--- config.mk ---
export PLATFORM = sky130hd
export DESIGN_NAME = wavegen
export DESIGN_NICKNAME = d
export VERILOG_FILES = /design/src/rtl/wavegen.sv
export SDC_FILE = /design/constraint.sdc
export NUM_CORES = 1
export LEC_CHECK = 0
export CELL_PAD_IN_SITES_DETAIL_PLACEMENT = 2
export CELL_PAD_IN_SITES_GLOBAL_PLACEMENT = 2
export CORE_MARGIN = 4
export CORE_UTILIZATION = 25
export CTS_CLUSTER_DIAMETER = 120
export DETAILED_ROUTE_END_ITERATION = 12
export GPL_TIMING_DRIVEN = 0
export PLACE_DENSITY_LB_ADDON = 0.15
export SYNTH_ARGS = -nofsm -noshare
export SYNTH_HDL_FRONTEND = slang
export SYNTH_SLANG_ARGS = --single-unit
export TNS_END_PERCENT = 100
--- constraint.sdc ---
create_clock -name clk -period 3.9 [get_ports clk]
set_input_delay 0.975 -clock clk [delete_from_list [all_inputs] [get_ports clk]]
set_output_delay 0.975 -clock clk [all_outputs]
set_load 0.02 [all_outputs]
--- src/rtl/wavegen.sv ---
module wavegen #(
  parameter int SETUP_CYC      = 12,
  parameter int STROBE_LOW_CYC = 63,
  parameter int HOLD_CYC       = 12,
  parameter int STEP_SLOW      = 20345,
  parameter int STEP_FAST      = 4883,
  parameter int PULSE_HIGH     = 20000,
  parameter int PULSE_LOW      = 20000,
  parameter int CNT_W          = 24
) (
  input  logic       clk,
  input  logic       rst,
  input  logic       key_sine,
  input  logic       key_tri,
  input  logic       key_pulse,
  output logic [7:0] dac_data,
  output logic       dac_wr_n
);

  localparam int MIN_IVL = SETUP_CYC + STROBE_LOW_CYC + HOLD_CYC;
  localparam logic [CNT_W-1:0] IV_SLOW = CNT_W'(STEP_SLOW  < MIN_IVL ? MIN_IVL : STEP_SLOW);
  localparam logic [CNT_W-1:0] IV_FAST = CNT_W'(STEP_FAST  < MIN_IVL ? MIN_IVL : STEP_FAST);
  localparam logic [CNT_W-1:0] IV_HI   = CNT_W'(PULSE_HIGH < MIN_IVL ? MIN_IVL : PULSE_HIGH);
  localparam logic [CNT_W-1:0] IV_LO   = CNT_W'(PULSE_LOW  < MIN_IVL ? MIN_IVL : PULSE_LOW);
  localparam logic [CNT_W-1:0] LO_BEG  = CNT_W'(SETUP_CYC);
  localparam logic [CNT_W-1:0] LO_END  = CNT_W'(SETUP_CYC + STROBE_LOW_CYC);

  localparam logic [1:0] M_SINE = 2'd0, M_TRI = 2'd1, M_PULSE = 2'd2;

  function automatic logic [7:0] sine_at(input int p);
    int x, f;
    x = p % 128;
    f = (x * (128 - x) * 127) >>> 12;
    return (p < 128) ? 8'(128 + f) : 8'(128 - f);
  endfunction

  logic [7:0] rom [256];
  for (genvar g = 0; g < 256; g++) begin : g_rom
    assign rom[g] = sine_at(g);
  end

  logic [1:0]       mode_q, pend_mode;
  logic [CNT_W-1:0] pend_step, ivl_q, cnt_q, cnt_nxt;
  logic [7:0]       phase_q, nphase, tri_code, ncode;
  logic             level_q, nlevel, boundary, chg;
  logic [CNT_W-1:0] nivl;

  assign boundary = (cnt_q == ivl_q - 1'b1);
  assign cnt_nxt  = boundary ? '0 : cnt_q + 1'b1;
  assign chg      = (pend_mode != mode_q);
  assign nphase   = chg ? 8'd0 : phase_q + 8'd1;
  assign nlevel   = chg ? 1'b1 : ~level_q;
  assign tri_code = nphase[7] ? 8'(8'd255 - {nphase[6:0], 1'b0}) : {nphase[6:0], 1'b0};
  assign ncode    = (pend_mode == M_PULSE) ? {8{nlevel}} :
                    (pend_mode == M_TRI)   ? tri_code : rom[nphase];
  assign nivl     = (pend_mode == M_PULSE) ? (nlevel ? IV_HI : IV_LO) : pend_step;

  always_ff @(posedge clk) begin
    if (rst) begin
      pend_mode <= M_SINE;
      pend_step <= IV_SLOW;
    end else if (key_sine) begin
      pend_mode <= M_SINE;
      pend_step <= IV_FAST;
    end else if (key_tri) begin
      pend_mode <= M_TRI;
    end else if (key_pulse) begin
      pend_mode <= M_PULSE;
    end
  end

  always_ff @(posedge clk) begin
    if (rst) begin
      mode_q   <= M_SINE;
      ivl_q    <= IV_SLOW;
      cnt_q    <= '0;
      phase_q  <= 8'd0;
      level_q  <= 1'b0;
      dac_data <= 8'd128;
      dac_wr_n <= 1'b1;
    end else begin
      cnt_q    <= cnt_nxt;
      dac_wr_n <= !((cnt_nxt >= LO_BEG) && (cnt_nxt < LO_END));
      if (boundary) begin
        mode_q   <= pend_mode;
        ivl_q    <= nivl;
        phase_q  <= nphase;
        level_q  <= nlevel;
        dac_data <= ncode;
      end
    end
  end

  logic [7:0]  d_prev_q;
  logic        wr_prev_q;
  logic [15:0] since_chg_q, since_rise_q, low_run_q;

  always_ff @(posedge clk) begin
    if (rst) begin
      d_prev_q     <= 8'd128;
      wr_prev_q    <= 1'b1;
      since_chg_q  <= '1;
      since_rise_q <= '1;
      low_run_q    <= '0;
    end else begin
      d_prev_q     <= dac_data;
      wr_prev_q    <= dac_wr_n;
      since_chg_q  <= (dac_data != d_prev_q) ? 16'd1 :
                      (&since_chg_q) ? since_chg_q : since_chg_q + 16'd1;
      since_rise_q <= (dac_wr_n && !wr_prev_q) ? 16'd1 :
                      (&since_rise_q) ? since_rise_q : since_rise_q + 16'd1;
      low_run_q    <= dac_wr_n ? 16'd0 : low_run_q + 16'd1;
    end
  end

  assert_low_width_R5: assert property (@(posedge clk) disable iff (rst)
    (dac_wr_n && !wr_prev_q) |-> (low_run_q == 16'(STROBE_LOW_CYC)));

  assert_setup_before_fall_R6: assert property (@(posedge clk) disable iff (rst)
    (!dac_wr_n && wr_prev_q) |-> (since_chg_q >= 16'(SETUP_CYC)));

  assert_change_only_high_R6: assert property (@(posedge clk) disable iff (rst)
    (dac_data != d_prev_q) |-> (dac_wr_n && wr_prev_q && since_rise_q >= 16'(HOLD_CYC)));

  assert_stable_while_low_R6: assert property (@(posedge clk) disable iff (rst)
    !dac_wr_n |-> $stable(dac_data));

  assert_pulse_levels_R4: assert property (@(posedge clk) disable iff (rst)
    (mode_q == M_PULSE) |-> (dac_data == 8'd0 || dac_data == 8'd255));

  assert_switch_at_point_R10: assert property (@(posedge clk) disable iff (rst)
    !$stable(mode_q) |-> (cnt_q == '0));

  assert_interval_floor_R7: assert property (@(posedge clk) disable iff (rst)
    ivl_q >= CNT_W'(MIN_IVL));

endmodule

Word level (Yosys, flattened, before mapping)
Memory sizes are Yosys's and may differ from the RTL's.
Cells that the tools add are included.

storage, ports and cells
  memory bits (read-only) = 2048
  memories = 1
  bits in registers = 78
  input bits = 5
  word-level logic and storage cells = 40
  output and inout bits = 9

operators by class
  equality and inequality tests = 4
  bitwise logic cells = 2
  $lt $le $gt $ge = 3
  mux-type cells = 11
  add/sub/neg operators = 4
  reduce and logical (&&, ||, !) cells = 5

memories
  memory           depth  width  rd ports  clocked after Yosys merged registers in  write ports  RTL line  RTL
  (no name shown)  256    8      1         0                                        0            55        (pend_mode == M_TRI) ? tri_code : rom[nphase];

operators by type and width
  cell                     number
  $mux W8                  6
  $add A24 B1 Y24 const B  1
  $eq A24 B24 Y1           1
  $ge A24 B4 Y1 const B    1
  $lt A24 B7 Y1 const B    1
  $mux W24                 1
  $sub A24 B1 Y24 const B  1
  $mux W15                 1
  $ge A9 B9 Y1 const B     1
  $not A8 Y9               1
  $add A8 B1 Y8 const B    1
  $sub A8 B8 Y8 const A    1
  $mux W1                  3
  $reduce_or A3 Y1         1
  $eq A2 B1 Y1 const B     1
  $eq A2 B2 Y1 const B     1
  $ne A2 B2 Y1             1
  $reduce_bool A2 Y1       1
  $reduce_or A2 Y1         1
  $logic_and A1 B1 Y1      1
  $logic_not A1 Y1         1
  $not A1 Y1               1

Logic depth before layout (Yosys ltp)
Gate-level depths: netlist of the first run.

  depth after elaboration = 8
  gate-level depth with buffers = 17
  depth with buffers taken out = 13

Worst setup path before layout of the first run
No wires, ideal clock.

  path kind = flip-flop to flip-flop
  start point = register pend_mode[1]
  end point = register dac_data[0]
  stages on the path, launching flop included = 16
  buffers on the path = 5
  arrival time = 3388 ps
  clock period less this slack = 3458 ps
  setup time = 70 ps
  required time = 3830 ps
  setup slack = 442 ps
  path through = dfxtp_1 -> buf_2 -> xnor2_1 -> nand2_1 -> buf_2 -> buf_1 -> nor2_1 -> inv_1 -> ha_1 -> clkbuf_1 -> clkbuf_1 -> a32oi_1 -> o221ai_1 -> o221ai_1 -> a2111o_1 -> a21oi_1

between the ends
  cells in the longest elaborated chain, start to end = 8
  elaborated cells on any way between the ends = 12
  those cells by class = eq/ne: 3; mux: 7; bitwise: 1; memory: 1

RTL lines
  what                                         RTL line  RTL
  from (decl)                                  42        logic [1:0] mode_q, pend_mode;
  from (signal assigned)                       60        pend_mode <= M_SINE;
  from (signal assigned)                       63        pend_mode <= M_SINE;
  from (signal assigned)                       66        pend_mode <= M_TRI;
  $ne A2 B2 Y1                                 50        assign chg = (pend_mode != mode_q);
  $mux W8                                      51        assign nphase = chg ? 8'd0 : phase_q + 8'd1;
  named net nphase[0]                          44        logic [7:0] phase_q, nphase, tri_code, ncode;
  $not A8 Y9 (not written as such)             55
  $mem_v2 Z256 W8                              --
  $mux W8 (not written as such) (2 in series)  55
  $mux W8                                      55
  $mux W8                                      54        assign ncode = (pend_mode == M_PULSE) ? {8{nlevel}} :
  to (signal assigned)                         89        dac_data <= ncode;
  to (decl)                                    16        output logic [7:0] dac_data,

The timed path passes the listed nets, and every way through them passes these cells. The select of a mux whose other input is x is not followed.
A chain may end at the register's enable or synchronous reset.

Worst setup path after layout of the first run
  start point = register pend_mode[1]
  end point = register dac_data[3]

between the ends
  cells in the longest elaborated chain, start to end = 8
  elaborated cells on any way between the ends = 13
  those cells by class = add/sub: 1; eq/ne: 3; mux: 7; bitwise: 1; memory: 1

RTL lines
  what                                         RTL line
  $ne A2 B2 Y1 (*)                             50
  $mux W8 (*)                                  51
  named net nphase[0]                          44
  $not A8 Y9 (not written as such)             55
  $mem_v2 Z256 W8                              --
  $mux W8 (not written as such) (2 in series)  55
  $mux W8 (*)                                  55
  $mux W8 (*)                                  54

Mark *: on every way through the listed nets, which the timed path passes. The rest lies on a longest branch. The select of a mux whose other input is x is not followed.

==> results of run 1 <==
power groups by stage:
stage	Combinational, mW	Sequential [mW]	Clock (mW)
global route	0.152	0.541	0.599
global placement	0.131	0.552	0
CTS	0.138	0.540	0.576
finish	0.143	0.540	0.562
floorplan	0.0784	0.551	0
detailed placement	0.132	0.553	0
cells by family (layout without fill, tap and decap cells):
family	Yosys count	in the layout	share of synthesized area [%]
simple gates	302	302	27.23
compound gates	235	235	31.12
buf+inv	89	111	7.613
flops	52	52	19.86
xor+xnor	47	47	7.995
fa+ha+maj	17	17	4.010
mux	11	11	2.172
per-layer routing:
layer | part of all wire [%] | up-vias | wire (µm)
met5 | 0 | - | 0
met4 | 4.7 | 0 | 1330
met3 | 4.5 | 83 | 1262
met2 | 46 | 217 | 12960
met1 | 45 | 3230 | 12620
li1 | - | 2829 | -
how the worst min path moves through the flow:
stage	from	slack (ps)	depth (start not counted)	to
4_1_cts	pend_step[12]	480	2	ivl_q[12]
3_3_place_gp	pend_step[12]	450	2	pend_step[12]
2_1_floorplan	pend_step[12]	430	2	pend_step[12]
6_report	pend_step[12]	480	2	ivl_q[12]
3_5_place_dp	pend_step[12]	470	2	ivl_q[12]
5_1_grt	pend_step[12]	510	2	ivl_q[12]
cell usage in the layout (no fill, tap or decap), drive strengths merged, types with 5 or more instances in the layout:
cell,n
a211o,8
a211oi,14
a21o,5
a21oi,60
a221oi,7
a31oi,11
a32oi,5
and3,13
buf,43
clkbuf,35
clkdlybuf4s50,12
dfxtp,52
ha,16
inv,20
mux2i,8
nand2,74
nand3,24
nand4,8
nor2,96
nor3,36
nor4,18
o211a,6
o211ai,15
o21ai,35
o21bai,6
o221ai,7
o22ai,10
o311ai,5
or3,9
xnor2,26
xor2,21
per-stage QoR:
stage	util, %	setup TNS [ps]	hold slack, ps	cell area (µm²)	setup WS [ps]
3_5_place_dp	27.90	-7895	466.0	5700	-1420
2_1_floorplan	-	0	433.7	5243	442.0
4_1_cts	29.02	0	480.9	5929	26.40
5_1_grt	29.37	0	507.4	6000	0.2873
6_report	29.37	0	477.0	6000	127.8
3_3_place_gp	27.90	-8034	454.5	5700	-1397
what timing repair did:
| item | 4_1_cts | 5_1_grt |
|---|---|---|
| endpoints found under the hold margin | 0 | 0 |
| setup buffers | 1 | 2 |
| pin swaps | 1 | 1 |
| resized for setup | 18 | 12 |
| endpoints found under the setup margin | 8 | 5 |
sequential cells by signal, indices dropped and copies added, names as in the netlist:
register / cells
pend_mode: 2
cnt_q: 24
ivl_q: 4
pend_step: 2
mode_q: 2
phase_q: 8
dac_data: 8
level_q: 1
dac_wr_n: 1
critical path: stages (launching register included):
cell      delay (ps)
dfxtp_1          300
clkbuf_4         200
xnor2_4          220
nand2_4          130
buf_4            230
buf_4            230
nor2_4           220
inv_2            130
ha_1             340
clkbuf_2         290
o32ai_1          350
a211oi_1         110
nor4_1           370
o211ai_1         240
a32o_1           300
cell type report:
cell class | instances | share of cell area [%]
Multi-Input combinational cell | 612 | 64.67
Sequential cell | 52 | 17.35
Buffer | 68 | 5.673
Tap cell | 270 | 5.631
Clock buffer | 7 | 2.544
Timing Repair Buffer | 15 | 2.377
Inverter | 20 | 1.251
Clock inverter | 1 | 0.5005
==> results.json, run 1 <==
{
  "syn_avg_cell_area_um2": 6.962,
  "cellLeakagePower_nw": 2.233,
  "worstSkewPairLatency_ps": 300,
  "maxSlewViolCount": 0,
  "path_clk_slew_ps": 70,
  "grt_use_met2_pct": 37.81,
  "rsz0062_at_grt": "false",
  "synthToLayoutAreaGrowth_pct": 14.44,
  "regArea_um2": 1041,
  "period_minus_slack_ps": 3772,
  "finalCritPeriodShare_pct": 96.72,
  "power.ir.vdd_worst_v": 0.0001494,
  "hold_viol": 0,
  "vias_per_cell": 6.085,
  "setup_viol_count_final": 0,
  "fmax_mhz": 265.1,
  "status": "completed",
  "max_slew_margin_pct": 22.89,
  "r2r-start": "pend_mode[1]",
  "synth_area_leaders": "dfxtp_1 20%, nor2_1 6.9%, a21oi_1 5.4%",
  "nNetsFinal": 795,
  "cts_buffers": 5,
  "syn_nets": 774,
  "fin_worst_skew_ps": 5.578,
  "wl_per_cell_um": 26.96,
  "synthArstFlopShare_pct": 0,
  "synth.top_cell.area_share_pct": 19.86,
  "dieArea_um2": 23350,
  "reg2reg_slack_ps": 130,
  "post_route_cells_drive_above_1_share_pct": 10.97,
  "hold_path_class": "flop to flop",
  "synth-main-ff-cell": "dfxtp_1",
  "ctsHoldBuffers": 0,
  "grt_use_met1_pct": 30.71,
  "postRouteAntennaNets": 0,
  "synthTopCellsByCount": "96 x nor2_1, 74 x nand2_1, 57 x a21oi_1, 52 x dfxtp_1, 34 x nor3_1",
  "clkPwrFrac_pct": 45.1,
  "place_inst": 1035,
  "required_ps": 4100,
  "crit_type": "flop to flop",
  "start_util_pct": 25.66,
  "r2r_cells": 14,
  "cts.sinks": 52,
  "crit_path_end": "dac_data[3]",
  "startpoint_type": "flop",
  "portBuffers": 12,
  "core.rowCount": 52,
  "synth_most_common_cell": "nor2_1",
  "drv_cap": 0,
  "grt_pass1_vias": 6665,
  "p_switching_uw": 327.2,
  "worst_slew_pin_slew_ps": 1157,
  "cts_tree": "built",
  "dieWidth_um": 152.8,
  "io-pin-count": 14,
  "ys_ff_latch": 52,
  "routed_wl_um": 28170,
  "grt_use_met3_pct": 3.704,
  "ys_seq_area_share_pct": 19.86,
  "switching_share_pct": 26.27,
  "drt_iter0_drc": 594,
  "gr-total-overflow": 0,
  "fin_cells": 1045,
  "coreArea_um2": 20430,
  "htreeDepth": 2,
  "track_usage_pct": 23.28,
  "num_antenna_cells": 0,
  "multi_input_area_um2": 3880,
  "dpl.hpwl_um": 21030,
  "ys_warn_count": 0,
  "synth_area_um2": 5243,
  "drc": 0,
  "worstPathMaxFanout": 10,
  "dr.pass1.iters": 5,
  "grt_pass1_wl_um": 42570,
  "synth_top_area_cell": "dfxtp_1",
  "total_power_mw": 1.245,
  "cts.path.max_buffers": 2,
  "grt_max_degree": 16,
  "synthCells": 753,
  "crit_path_start": "pend_mode[1]",
  "combPwrFrac_pct": 11.5,
  "busiest_layer": "met2",
  "intPower_uw": 918.3,
  "cp.arrival_ps": 3970,
  "vias": 6359,
  "gp_congestion": 0.9521,
  "p_per_area_nw_per_um2": 207.6,
  "synth.distinct_cells": 74,
  "cts_root_buffer": "clkbuf_16",
  "crit_path_end_kind": "flop",
  "die_h_um": 152.8,
  "synth_edf_count": 0,
  "antenna_found_initial": 0,
  "nFillCells": 2493,
  "seq_power_share_pct": 43.4,
  "r2r_end": "dac_data[3]"
}
No activity file was read; power rests on OpenSTA's default activity.
==> run 2: changes to the inputs <==
--- a/config.mk
+++ b/config.mk
@@ -7,6 +7,7 @@
 export LEC_CHECK = 0
 export CELL_PAD_IN_SITES_DETAIL_PLACEMENT = 2
 export CELL_PAD_IN_SITES_GLOBAL_PLACEMENT = 2
+export CORE_ASPECT_RATIO = 1.4
 export CORE_MARGIN = 4
 export CORE_UTILIZATION = 25
 export CTS_CLUSTER_DIAMETER = 120
==> constraint.sdc (replaced) <==
create_clock -name clk -period 3.7 [get_ports clk]
set_input_delay 0.925 -clock clk [delete_from_list [all_inputs] [get_ports clk]]
set_output_delay 0.925 -clock clk [all_outputs]
set_load 0.02 [all_outputs]
==> results.json, run 2 (same netlist as run 1, synthesis figures left out) <==
{
  "power.ir.vdd_worst_v": 0.0002320,
  "maxSlewViolCount": 0,
  "coreArea_um2": 20560,
  "fin_worst_skew_ps": 7.554,
  "grt_pass1_vias": 6705,
  "setup_viol_count_final": 0,
  "cts_tree": "built",
  "synthToLayoutAreaGrowth_pct": 14.46,
  "start_util_pct": 25.50,
  "grt_max_degree": 18,
  "hold_path_class": "flop to flop",
  "io-pin-count": 14,
  "drt_iter0_drc": 443,
  "setup_tns_ps": 0,
  "postRouteAntennaNets": 0,
  "post_route_cells_drive_above_1_share_pct": 11.92,
  "dr.pass1.iters": 5,
  "required_ps": 3930,
  "total_power_mw": 1.240,
  "gr-total-overflow": 0,
  "drc": 0,
  "r2r-start": "phase_q[1]",
  "finalCritPeriodShare_pct": 98.32,
  "multi_input_area_um2": 3931,
  "cts.sinks": 52,
  "path_clk_slew_ps": 80,
  "startpoint_type": "flop",
  "drv_cap": 0,
  "crit_path_end_kind": "flop",
  "cp_slowest_stage_delay_ps": 580,
  "gp_congestion": 1.004,
  "vias_per_cell": 6.101,
  "max_slew_margin_pct": 23.05,
  "layout_common_cells": "94 x nor2_1, 72 x nand2_1, 57 x a21oi_1",
  "dieWidth_um": 130.4,
  "top_regs": "cnt_q: 24 flops, dac_data: 8 flops, phase_q: 8 flops",
  "worstPathMaxFanout": 10,
  "dpl.hpwl_um": 22030,
  "num_antenna_cells": 0,
  "nFillCells": 2442,
  "worstHoldStart": "pend_step[12]",
  "largest_reg_flops": 24,
  "routed_wl_um": 28430,
  "cp.arrival_ps": 3870,
  "track_usage_pct": 24.39,
  "regArea_um2": 1041,
  "worstPathCellList": "ha_1, buf_4, nand3_1, xnor2_2, nand2_1, a31oi_1, a221oi_1, o211a_1, a211o_1, a21oi_1",
  "worst_slack_ps": 62.11,
  "worstSkewPairLatency_ps": 300,
  "rsz0062_at_grt": "false",
  "cpLargestDelayFamily": "compound AO/OA/AOI/OAI gates",
  "place_worst_setup_slack_ps": -1459,
  "htreeDepth": 2,
  "layout_commonest_cell": "nor2_1",
  "nNetsFinal": 792,
  "crit_cells": 10,
  "crit_slowest_cell": "a31oi_1",
  "vias": 6272,
  "critPathBufInv": 1,
  "hold_viol": 0,
  "whs_endpoint": "pend_step[12]",
  "cts_root_buffer": "clkbuf_16",
  "reg2reg_slack_ps": 60,
  "dieArea_um2": 23380,
  "hold_slack_ps": 485.3,
  "grt_pass1_wl_um": 43010,
  "cts.path.max_buffers": 2,
  "fmax_mhz": 274.9,
  "r2r_end": "dac_data[1]",
  "hold_depth": 2,
  "cts_buffers": 5,
  "largest_register": "cnt_q",
  "status": "completed",
  "crit_type": "flop to flop",
  "portBuffers": 12,
  "antenna_found_initial": 0,
  "wl_per_cell_um": 27.66,
  "cellLeakagePower_nw": 2.230,
  "r2r_cells": 10,
  "worst_slew_pin_slew_ps": 1146,
  "period_minus_slack_ps": 3638,
  "core.rowCount": 62,
  "p_per_area_nw_per_um2": 206.6,
  "die_h_um": 179.3
}
==> run 2: changes by cell type in the layout (fill, tap and decap cells not counted), moves of 2 or more <==
| cell | before | now |
|---|---|---|
| inv_6 | 0 | 2 |
| buf_1 | 3 | 1 |
| buf_4 | 14 | 12 |
| ha_1 | 15 | 12 |
| ha_2 | 1 | 3 |
| buf_2 | 26 | 28 |
| clkbuf_4 | 2 | 0 |
==> run 2: layout make-up <==
class	count	share of cell area (%)
clock buffers	6	2.314
well taps	256	5.338
clock inverters	2	0.2919
multi-input cells	612	65.51
inverters	20	1.251
repair buffers	13	2.127
flip-flops and latches	52	17.35
plain buffers	67	5.817
==> run 2: through the flow <==
step	area (µm²)	utilization (%)	cells
2_1_floorplan	5243	-	753
3_3_place_gp	5683	27.64	1021
3_5_place_dp	5683	27.64	1021
4_1_cts	5929	28.84	1028
5_1_grt	6001	29.19	1028
6_report	6001	29.19	1028
==> run 2: metal layers <==
layer	vias to the layer above	track usage [%]	wire, µm
met5	-	0	0
met2	244	45.10	14740
met3	96	1.898	1008
li1	2818	-	-
met4	0	15.01	2014
met1	3114	26.59	10670
==> run 2: worst max-delay path by stage <==
stage	start	to	slack (ps)
floorplan	pend_mode[1]	dac_data[0]	240
global placement	pend_mode[1]	dac_data[0]	-1440
detailed placement	pend_mode[1]	dac_data[0]	-1460
CTS	pend_mode[1]	dac_data[0]	20
global route	phase_q[1]	dac_data[3]	9
finish	phase_q[1]	dac_data[1]	60
==> run 2: repair_timing <==
item	in CTS	in global routing
setup endpoints to repair	8	8
gates resized for setup	29	14
buffers inserted	0	1
pin swaps	0	3
hold buffers	0	0
==> run 2: worst min-delay path, stage by stage, from the launching register on <==
cell and delay (ps):
dfxtp_1 320, nor2_1 80, nor2_1 40
==> run 2: power breakdown <==
part           internal, mW  leakage (nW)  switching, mW  total [mW]
sequential            0.564         0.420        0.00468       0.569
clock                 0.276        0.0779          0.243       0.519
combinational        0.0484          1.73          0.104       0.153
total                 0.888          2.23          0.352        1.24
==> run 3: changes to the inputs <==
--- a/config.mk
+++ b/config.mk
@@ -13,7 +13,7 @@
 export CTS_CLUSTER_DIAMETER = 120
 export DETAILED_ROUTE_END_ITERATION = 12
 export GPL_TIMING_DRIVEN = 0
-export PLACE_DENSITY_LB_ADDON = 0.15
+export PLACE_DENSITY_LB_ADDON = 0.25
 export SYNTH_ARGS = -nofsm -noshare
 export SYNTH_HDL_FRONTEND = slang
 export SYNTH_SLANG_ARGS = --single-unit
==> results.json, run 3 (same netlist as run 1, synthesis figures left out) <==
{
  "total_power_mw": 1.287,
  "worst_slew_pin_slew_ps": 1269,
  "largest_reg_flops": 24,
  "maxSlewViolCount": 0,
  "period_minus_slack_ps": 3572,
  "cts.sinks": 52,
  "reg2reg_slack_ps": 130,
  "cp.arrival_ps": 3740,
  "dieWidth_um": 130.4,
  "cts_tree": "built",
  "fmax_mhz": 280.0,
  "nNetsFinal": 794,
  "nFillCells": 2429,
  "drc": 0,
  "r2r_end": "dac_data[1]",
  "crit_path_end_kind": "flop",
  "crit_slowest_cell": "dfxtp_1",
  "gp_congestion": 0.9821,
  "wl_per_cell_um": 27.62,
  "worstSkewPairLatency_ps": 300,
  "layout_commonest_cell": "nor2_1",
  "cp_slowest_stage_delay_ps": 520,
  "status": "completed",
  "hold_depth": 2,
  "largest_register": "cnt_q",
  "r2r-start": "phase_q[1]",
  "gr-total-overflow": 0,
  "dieArea_um2": 23380,
  "worstPathCellList": "ha_1, nand2_4, clkinvlp_4, ha_1, buf_2, nor2_1, nand2_1, a21oi_1, o21ai_0, a221oi_1, a211o_1, a21oi_1",
  "routed_wl_um": 28440,
  "worstHoldStart": "pend_step[12]",
  "top_regs": "cnt_q: 24 flops, dac_data: 8 flops, phase_q: 8 flops",
  "ctsHoldBuffers": 0,
  "cts.path.max_buffers": 2,
  "drt_iter0_drc": 420,
  "power.ir.vdd_worst_v": 0.0001519,
  "whs_endpoint": "ivl_q[12]",
  "dpl.hpwl_um": 21770,
  "grt_pass1_wl_um": 43060,
  "finalCritPeriodShare_pct": 96.53,
  "setup_viol_count_final": 0,
  "path_clk_slew_ps": 80,
  "post_route_cells_drive_above_1_share_pct": 11.89,
  "max_slew_margin_pct": 14.73,
  "startpoint_type": "flop",
  "vias_per_cell": 6.194,
  "worst_slack_ps": 128.4,
  "track_usage_pct": 24.39,
  "dr.pass1.iters": 5,
  "cts_buffers": 5,
  "die_h_um": 179.3,
  "required_ps": 3860,
  "fin_area_um2": 6008,
  "start_util_pct": 25.50,
  "crit_type": "flop to flop",
  "worstPathMaxFanout": 9,
  "drv_cap": 0,
  "hold_path_class": "flop to flop",
  "cpLargestDelayFamily": "compound AO/OA/AOI/OAI gates",
  "hold_viol": 0,
  "r2r_cells": 12,
  "place_worst_setup_slack_ps": -1475,
  "grt_pass1_vias": 6832,
  "fin_cells": 1030,
  "postPlaceCellArea_um2": 5683,
  "synthToLayoutAreaGrowth_pct": 14.61,
  "cts_root_buffer": "clkbuf_16",
  "cellLeakagePower_nw": 2.249,
  "htreeDepth": 2,
  "coreArea_um2": 20560,
  "portBuffers": 12,
  "grt_max_degree": 19,
  "io-pin-count": 14,
  "vias": 6380,
  "postRouteAntennaNets": 0,
  "core.rowCount": 62,
  "antenna_found_initial": 0,
  "p_per_area_nw_per_um2": 214.2,
  "setup_tns_ps": 0,
  "fin_worst_skew_ps": 8.336,
  "critPathBufInv": 2,
  "layout_common_cells": "94 x nor2_1, 72 x nand2_1, 57 x a21oi_1",
  "num_antenna_cells": 0,
  "place_inst": 1021
}
==> run 3: cell type report <==
class | count | area (µm²) | share of cell area (%)
buffer | 67 | 345.3 | 5.748
clock buffer | 5 | 125.1 | 2.082
clock inverter | 3 | 50.05 | 0.8330
inverter | 20 | 78.83 | 1.312
multi-input combinational | 612 | 3905 | 64.99
sequential | 52 | 1041 | 17.33
tap | 256 | 320.3 | 5.331
timing repair buffer | 15 | 142.6 | 2.374
==> run 3: tightest hold or removal path, cell delays in order, from the launching register on <==
cell and delay (ps):
dfxtp_1 320, nand3_1 60, a21oi_1 60
==> run 3: repair_timing <==
item	4_1_cts	5_1_grt
hold endpoints to repair	0	0
pin swaps	2	5
setup endpoints to repair	8	10
buffers inserted	1	2
resized for setup	23	17
==> run 3: power breakdown <==
part	switching (mW)	total (mW)	leakage (nW)	internal, mW
sequential	0.00466	0.569	0.420	0.564
clock	0.238	0.565	0.0863	0.327
combinational	0.104	0.153	1.74	0.0496
==> run 3: per-layer routing <==
| layer | global-route usage (%) | up-vias | wire, µm | share of wire [%] |
|---|---|---|---|---|
| li1 | - | 2814 | - | - |
| met1 | 26.30 | 3200 | 10380 | 36 |
| met2 | 45.10 | 260 | 14880 | 52 |
| met3 | 2.135 | 106 | 1280 | 4.5 |
| met4 | 15.31 | 0 | 1906 | 6.7 |
| met5 | 0 | - | 0 | 0 |
==> run 3: how the worst max path moves through the flow <==
stage                       from          end  slack (ps)  cells after the start
floorplan           pend_mode[1]  dac_data[0]         240                     15
global placement    pend_mode[1]  dac_data[3]       -1490                     14
detailed placement  pend_mode[1]  dac_data[3]       -1480                     14
CTS                   phase_q[1]  dac_data[4]         -30                     11
global route          phase_q[1]  dac_data[3]         -30                     12
finish                phase_q[1]  dac_data[1]         130                     12
==> run 3: per-stage QoR <==
| stage | hold WS, ps | util [%] |
|---|---|---|
| floorplan | 433.7 | - |
| global placement | 455.2 | 27.64 |
| detailed placement | 465.6 | 27.64 |
| CTS | 487.2 | 28.86 |
| global route | 513.0 | 29.23 |
| finish | 483.7 | 29.23 |
